### config.mk
export PLATFORM = sky130hd
export DESIGN_NAME = svc_watchdog
export DESIGN_NICKNAME = d
export VERILOG_FILES = /design/src/rtl/wdg_pkg.sv /design/src/rtl/wdg_prescale.sv /design/src/rtl/wdg_gate.sv /design/src/rtl/wdg_count.sv /design/src/rtl/wdg_flag.sv /design/src/rtl/svc_watchdog.sv
export SDC_FILE = /design/constraint.sdc
export NUM_CORES = 1
export LEC_CHECK = 0
export BUFFER_PORTS_ARGS = -buffer_cell sky130_fd_sc_hd__buf_2
export CORE_UTILIZATION = 58
export CTS_BUF_LIST = sky130_fd_sc_hd__clkbuf_4
export CTS_CLUSTER_DIAMETER = 30
export DETAILED_ROUTE_END_ITERATION = 7
export GPL_TIMING_DRIVEN = 1
export HOLD_SLACK_MARGIN = 0.15
export PLACE_DENSITY = 0.88
export SYNTH_ARGS = -nofsm -noshare
export SYNTH_HDL_FRONTEND = slang
export SYNTH_SLANG_ARGS = --single-unit
### constraint.sdc
create_clock -name clk -period 4.95 [get_ports clk]
set_input_delay 0.495 -clock clk [delete_from_list [all_inputs] [get_ports clk]]
set_output_delay 0.495 -clock clk [all_outputs]
set_load 0.01 [all_outputs]
### src/rtl/wdg_pkg.sv
package wdg_pkg;
  localparam int DEF_PRE_W  = 13;
  localparam int DEF_SVC_LO = 5;
  localparam int DEF_WDT_W  = 6;
  localparam int DEF_ADDR_W = 16;
endpackage

### src/rtl/wdg_prescale.sv
module wdg_prescale #(
  parameter int PRE_W  = 13,
  parameter int SVC_LO = 5
) (
  input  logic clk,
  input  logic rst_n,
  input  logic svc,
  output logic wrap
);
  localparam logic [PRE_W-1:0] KEEP = PRE_W'((1 << SVC_LO) - 1);
  localparam logic [PRE_W-1:0] ONE  = PRE_W'(1);

  logic [PRE_W-1:0] pre;

  // service zeroes the upper band; low field keeps counting
  always_ff @(posedge clk or negedge rst_n) begin
    if (!rst_n)   pre <= '0;
    else if (svc) pre <= (pre + ONE) & KEEP;
    else          pre <= pre + ONE;
  end

  assign wrap = &pre;

  a_r4_band_cleared: assert property (@(posedge clk) disable iff (!rst_n)
    svc |=> !wrap);
endmodule

### src/rtl/wdg_gate.sv
module wdg_gate (
  input  logic mon_mode,
  input  logic hv_on_rst,
  input  logic hv_on_irq,
  input  logic brk_state,
  output logic off
);
  // purely combinational: no state can hold the watchdog off
  always_comb begin
    off = 1'b0;
    if (mon_mode && (hv_on_rst || hv_on_irq)) off = 1'b1;
    if (brk_state && hv_on_rst)               off = 1'b1;
  end
endmodule

### src/rtl/wdg_count.sv
module wdg_count #(
  parameter int WDT_W = 6
) (
  input  logic             clk,
  input  logic             rst_n,
  input  logic             svc,
  input  logic             adv,
  output logic             ovf,
  output logic [WDT_W-1:0] cnt
);
  localparam logic [WDT_W-1:0] ONE = WDT_W'(1);

  always_ff @(posedge clk or negedge rst_n) begin
    if (!rst_n)   cnt <= '0;
    else if (svc) cnt <= '0;
    else if (adv) cnt <= cnt + ONE;
  end

  assign ovf = adv && !svc && (&cnt);

  a_r4_count_cleared: assert property (@(posedge clk) disable iff (!rst_n)
    svc |=> (cnt == '0));
  a_r8_hold_value: assert property (@(posedge clk) disable iff (!rst_n)
    (!adv && !svc) |=> $stable(cnt));
endmodule

### src/rtl/wdg_flag.sv
module wdg_flag (
  input  logic clk,
  input  logic por_n,
  input  logic set,
  input  logic clr,
  output logic flag
);
  always_ff @(posedge clk or negedge por_n) begin
    if (!por_n)   flag <= 1'b0;
    else if (set) flag <= 1'b1;
    else if (clr) flag <= 1'b0;
  end

  a_r10_clear_source: assert property (@(posedge clk) disable iff (!por_n)
    $fell(flag) |-> $past(clr));
  a_r9_set_sticks: assert property (@(posedge clk) disable iff (!por_n)
    (flag && !clr) |=> flag);
endmodule

### src/rtl/svc_watchdog.sv
module svc_watchdog
  import wdg_pkg::*;
#(
  parameter int                PRE_W    = DEF_PRE_W,
  parameter int                SVC_LO   = DEF_SVC_LO,
  parameter int                WDT_W    = DEF_WDT_W,
  parameter int                ADDR_W   = DEF_ADDR_W,
  parameter logic [ADDR_W-1:0] SVC_ADDR = '1
) (
  input  logic              clk,
  input  logic              rst_n,
  input  logic              por_n,
  input  logic              bus_wr,
  input  logic [ADDR_W-1:0] bus_addr,
  input  logic              mon_mode,
  input  logic              hv_on_rst,
  input  logic              hv_on_irq,
  input  logic              brk_state,
  input  logic              stat_clr,
  output logic              rst_req,
  output logic              wdog_flag
);
  logic             svc, tick, off, adv, ovf;
  logic [WDT_W-1:0] cnt;

  assign svc = bus_wr && (bus_addr == SVC_ADDR);
  assign adv = tick && !off;

  wdg_prescale #(.PRE_W(PRE_W), .SVC_LO(SVC_LO)) u_pre (
    .clk(clk), .rst_n(rst_n), .svc(svc), .wrap(tick));

  wdg_gate u_gate (
    .mon_mode(mon_mode), .hv_on_rst(hv_on_rst), .hv_on_irq(hv_on_irq),
    .brk_state(brk_state), .off(off));

  wdg_count #(.WDT_W(WDT_W)) u_cnt (
    .clk(clk), .rst_n(rst_n), .svc(svc), .adv(adv), .ovf(ovf), .cnt(cnt));

  always_ff @(posedge clk or negedge rst_n) begin
    if (!rst_n) rst_req <= 1'b0;
    else        rst_req <= ovf;
  end

  wdg_flag u_flag (
    .clk(clk), .por_n(por_n), .set(ovf), .clr(stat_clr), .flag(wdog_flag));

  a_r3_single_pulse: assert property (@(posedge clk) disable iff (!rst_n)
    rst_req |=> !rst_req);
  a_r2_req_after_wrap: assert property (@(posedge clk) disable iff (!rst_n)
    rst_req |-> $past(tick));
  a_r6_no_req_when_off: assert property (@(posedge clk) disable iff (!rst_n)
    rst_req |-> !$past(off));
  a_r9_flag_with_req: assert property (@(posedge clk) disable iff (!rst_n || !por_n)
    rst_req |-> wdog_flag);
endmodule

* Word-level counts from Yosys, hierarchy flattened
Index checks and enable logic that the tools add are counted.
Cells by class: add/sub/neg operators 2, equality and inequality tests 1, mux-type cells 7, reductions and logical operators 13
Operator list (number):
- $eq A16 B16 Y1 const B | 1
- $add A13 B1 Y13 const B | 1
- $mux W13 | 1
- $reduce_and A13 Y1 | 1
- $mux W6 | 2
- $add A6 B1 Y6 const B | 1
- $logic_and A1 B1 Y1 | 6
- $reduce_and A6 Y1 | 1
- $mux W1 | 4
- $reduce_bool A2 Y1 | 2
- $logic_not A1 Y1 | 2
- $logic_or A1 B1 Y1 | 1
Word-level totals: register bits after elaboration 21, input port bits 25, output and inout bits 2, logic and storage cells 27

* Logic depth before layout (Yosys ltp)
depth in word-level cells 9, depth in mapped cells 6, depth with buffers taken out 5

* Hierarchy
A second synthesis with hierarchy kept.
Unflattened totals: cells, all modules 99, area, all modules 1011.0 µm²
Modules (own cells, without submodules):
- wdg_prescale | times used 1, cells each 57, area each 604.3 µm²
- wdg_count | times used 1, cells each 28, area each 282.8 µm²
- svc_watchdog | times used 1, cells each 8, area each 75.1 µm²
- wdg_flag | times used 1, cells each 3, area each 36.3 µm²
- wdg_gate | times used 1, cells each 3, area each 12.5 µm²

* Worst setup path after synthesis
Ideal clock, no wire load.
path kind input -> register, start input port mon_mode, end register u_cnt.cnt[3], setup time 0.073 ns, arrival time 1.755 ns, required time 4.877 ns, path slack 3.122 ns, stages on the path 4, path buffers 0, cells stage by stage or2_2 -> a211o_1 -> or4_4 -> a21oi_2
On the way: longest elaborated chain between the ends 6
Ends and longest elaborated chain:
- start, declared | line svc_watchdog.sv:15 | input logic mon_mode,
- $logic_and A1 B1 Y1 | line wdg_gate.sv:11 | if (mon_mode && (hv_on_rst || hv_on_irq)) off = 1'b1;
- $mux W1 | line wdg_gate.sv:11
- $mux W1 | line wdg_gate.sv:12 | if (brk_state && hv_on_rst) off = 1'b1;
- $logic_not A1 Y1 | line svc_watchdog.sv:27 | assign adv = tick && !off;
- $logic_and A1 B1 Y1 | line svc_watchdog.sv:27
- $reduce_bool A2 Y1 (no line)
- end signal, assigned | line wdg_count.sv:16 | else if (adv) cnt <= cnt + ONE;
- end, declared | line wdg_count.sv:9 | output logic [WDT_W-1:0] cnt
No other way between the ends. A chain may end at the register's enable or synchronous reset.

* Final worst setup path
start input port bus_addr[2], end register u_flag.flag
On the way: longest elaborated chain between the ends 6, elaborated cells on any way between the ends 7, those cells by class eq/ne (1); mux (1); reduce/logical (5)
Ends and longest elaborated chain:
- start, declared | line svc_watchdog.sv:14 | input logic [ADDR_W-1:0] bus_addr,
- $eq A16 B16 Y1 (*) | line svc_watchdog.sv:26 | assign svc = bus_wr && (bus_addr == SVC_ADDR);
- $logic_and A1 B1 Y1 (*) | line svc_watchdog.sv:26
- $logic_not A1 Y1 (*) | line wdg_count.sv:19 | assign ovf = adv && !svc && (&cnt);
- $logic_and A1 B1 Y1 (*) (2 in a row) | line wdg_count.sv:19
- $mux W1 / $reduce_bool A2 Y1 (equally long branches)
- end signal, assigned | line wdg_flag.sv:9 | if (!por_n) flag <= 1'b0;
- end signal, assigned | line wdg_flag.sv:10 | else if (set) flag <= 1'b1;
- end signal, assigned | line wdg_flag.sv:11 | else if (clr) flag <= 1'b0;
- end, declared | line wdg_flag.sv:6 | output logic flag
Mark *: on every way between the ends. The rest lies on a longest branch, timed or not.

==> implementation parameters <==
Parameter                              Value

Critical path
  Chain of cells forming the critical path ... buf_2 > nand4_1 > or4_1 > nor2_1 > o32ai_1
  Kind of critical path ... in2reg
  Required arrival time at the worst endpoint ... 5.10 ns
  Worst-case register-to-register setup slack ... around 3 ns
  Cell with the largest stage delay on the worst path ... sky130_fd_sc_hd__nor2_1
  Crit-path max FO ... 15
  Crit path max-delay family ... simple AND/OR/NAND/NOR gates
  Worst setup SP type ... input pin
  Cells on worst reg2reg path ... 5
  Critical path capture point type ... flop
  Critical path's largest stage delay ... 0.77 ns
  Terminus of the critical flop-to-flop path ... u_cnt.cnt[2]
  Buffers & Inverters on Critical Path ... 1
  Arrival time of data at the critical path endpoint ... 2.24 ns
  Worst R2R Start ... u_pre.pre[0]

Global route
  M1 GR Usage ... 26.1%
  Overall routing resource usage ... a little under a quarter
  Initial antenna violation count ... 0
  Largest net degree at the start of global routing ... 21
  Vias in the first global route ... 790
  Leftover overflow at the end of global routing ... 0
  Met3 global-route usage ... between 3 and 4%
  Gr busiest metal ... met2
  Met2 global-route usage ... 40.3%
  Global-route wire length before repair ... 3210 um

Clocking
  Hold-fix buffers, CTS ... 2
  Resized Gates After CTS ... 0
  H-tree Lvls ... 1
  Number of buffers created by CTS ... 3
  Root buf cell ... sky130_fd_sc_hd__clkbuf_4
  Clk buf depth ... 2
  Clk_lat worst skew ... 0.31 ns
  Number of clock sinks ... 21
  CTS tree ... yes
  Postcts setup bufs ... 0
  Clock transition at path regs ... around 0.11 ns

Power and ir drop
  Leak pwr ... 0.000573 uW
  Ratio of total power to cell area ... 226 nW/um^2
  Peak supply drop ... 0.000152 V
  Overall Power ... 283 uW

Cells and area
  Number of nets in the finished design ... 162
  Fillcell total ... approximately 130
  Finished Cell Area ... 1250 um^2
  Area Overhead vs Synth ... 18.2%
  Commonest non-fill, non-tap cell in the layout ... sky130_fd_sc_hd__buf_2
  Commonest cells after routing, fill and taps aside ... sky130_fd_sc_hd__buf_2, sky130_fd_sc_hd__dfrtp_1, sky130_fd_sc_hd__nor2_1
  Share of post-route cells with drive strength above 1 ... 26.9%
  Diodes inserted ... 0

Worst hold path
  Worst Hold Endpoint ... u_flag.flag
  Worst min-delay path startpoint ... stat_clr
  Class of the tightest hold or removal check ... in2reg
  Hold path depth ... 2

Synthesis
  Post-synthesis cell area ... 1060 um^2
  Number of enable-type register cells in the synthesized netlist ... 0
  Synthesized net count ... 131
  Average cell area after synthesis ... 10.2 um^2
  Flip-flop cell with the highest count after synthesis ... sky130_fd_sc_hd__dfrtp_1
  Post-synthesis register bit count ... 21
  Sequential element share of the synthesized area ... between 40 and 50%
  Post-Synthesis Cells ... 104
  Fraction of synthesis flops using an asynchronous set or reset pin ... between 90% and 100%
  Number of unique standard cell types used by synthesis ... 32
  Synth warnings ... 0

Place
  Weighted congestion at the end of routability-driven global placement ... 0.822
  Half-perimeter wire length of the detailed placement result ... 1590 um
  Number of I/O port buffers ... 26
  Instance area at placement ... 1210 um^2

Routing
  Remaining design rule violation count ... 0
  DRT Pass-1 Iters ... 4
  Via count ... 898
  Number of nets with antenna violations after routing ... 0
  Routed WL per cell ... 12.8 um
  Iteration-0 DRC Markers ... 23
  Mean number of vias per cell ... roughly 5.6
  Final wirelength ... slightly above 2000 um

Status
  Result of the run ... complete, no violations

STA
  Ratio of final minimum period to clock period ... 42.2%
  Final Setup Violations ... 0
  Skew final ... 0.00694 ns
  Final critical delay including setup and external delays ... ~2.1 ns
  Final Hold Violating Endpoints ... 0
  RSZ-0062 raised after global routing ... no
  Number of pins with negative max-slew slack in the final report ... 0
  Headroom to the max-slew limit ... 34.5%
  Maximum achievable frequency ... 478 MHz
  Aggregate negative setup slack ... 0 ns
  Worst slew pin tran ... 0.979 ns

Die
  Horizontal die dimension ... roughly 45 um
  Die Y-Extent ... ~45 um
  Top-level I/O count ... 27
  Area of the die ... ~2000 um^2
  Number of standard-cell rows in the floorplan ... 15
  Core area ... 1730 um^2
  Effective utilization at floorplan ... around three fifths

Job
  Maximum Capacitance Violations ... 0
## cell families (layout without fill, tap and decap cells)
logic type | count (synthesis) | in the layout | share of synthesized area (%)
multiplexers | 1 | 1 | 0.943
adder cells (fa/ha/maj) | 2 | 2 | 2.36
flip-flops | 21 | 21 | 49.5
buffers and inverters | 7 | 37 | 3.30
AND/OR/NAND/NOR | 45 | 45 | 23.8
AO/OA/AOI/OAI | 17 | 17 | 11.0
XOR/XNOR | 11 | 11 | 9.08
## where the power goes
group / switching [uW] / internal (uW) / leakage (uW) / total (uW)
Sequential: 2.83 / 175 / 0.000276 / 177
Clock: 53.5 / 30.2 / 0.0000177 / 83.7
Combinational: 10.2 / 11.7 / 0.000279 / 21.9
## Yosys cell counts, types with 3 or more instances
cell | n | share of area [%]
sky130_fd_sc_hd__xor2_1 | 3 | 2.5
sky130_fd_sc_hd__inv_1 | 5 | 1.8
sky130_fd_sc_hd__nor2_1 | 11 | 3.9
sky130_fd_sc_hd__o21ai_0 | 3 | 1.4
sky130_fd_sc_hd__nor3_1 | 5 | 2.4
sky130_fd_sc_hd__dfrtp_1 | 21 | 50
sky130_fd_sc_hd__nand3_1 | 8 | 3.8
sky130_fd_sc_hd__nand4_1 | 6 | 3.5
sky130_fd_sc_hd__nand2_1 | 5 | 1.8
sky130_fd_sc_hd__xnor2_1 | 8 | 6.6
sky130_fd_sc_hd__a21oi_1 | 4 | 1.9
## flip-flops by register name (all words and copies together) (netlist names)
name and count:
u_pre.pre 13, u_flag.flag 1, u_cnt.cnt 6, rst_req 1
## cell type report
cell class | instances | area [um^2] | share of cell area, %
clock inverters | 1 | 5.00 | 0.399
well taps | 25 | 31.3 | 2.50
multi-input cells | 76 | 500 | 39.9
repair buffers | 28 | 150 | 12.0
flip-flops and latches | 21 | 526 | 41.9
clock buffers | 3 | 22.5 | 1.80
inverters | 5 | 18.8 | 1.50
## per-layer routing
layer  part of all wire, %  vias up
met5                     0        -
met4                   2.1        0
met3                   4.1        4
met2                    52       29
met1                    42      432
li1                      -      433
## worst max path at each step
| stage | start | endpoint | slack [ns] | cells past startpoint |
|---|---|---|---|---|
| floorplan | mon_mode | u_cnt.cnt[3] | 3.12 | 4 |
| global placement | bus_addr[3] | u_flag.flag | 2.67 | 5 |
| detailed placement | bus_addr[3] | u_flag.flag | 2.54 | 5 |
| CTS | bus_addr[3] | u_flag.flag | 2.88 | 5 |
| global route | bus_addr[2] | u_flag.flag | 2.74 | 5 |
| finish | bus_addr[2] | u_flag.flag | 2.86 | 5 |
## per-stage QoR
stage          std cells  util, %  setup slack [ns]  hold slack (ns)
5_1_grt              159     72.6              2.74            0.371
3_5_place_dp         153     69.9              2.54            0.277
6_report             159     72.6              2.86            0.370
2_1_floorplan        104        -              3.12            0.199
3_3_place_gp         153     69.9              2.67            0.270
4_1_cts              159     72.6              2.88            0.366
No activity file was read; power rests on OpenSTA's default activity.
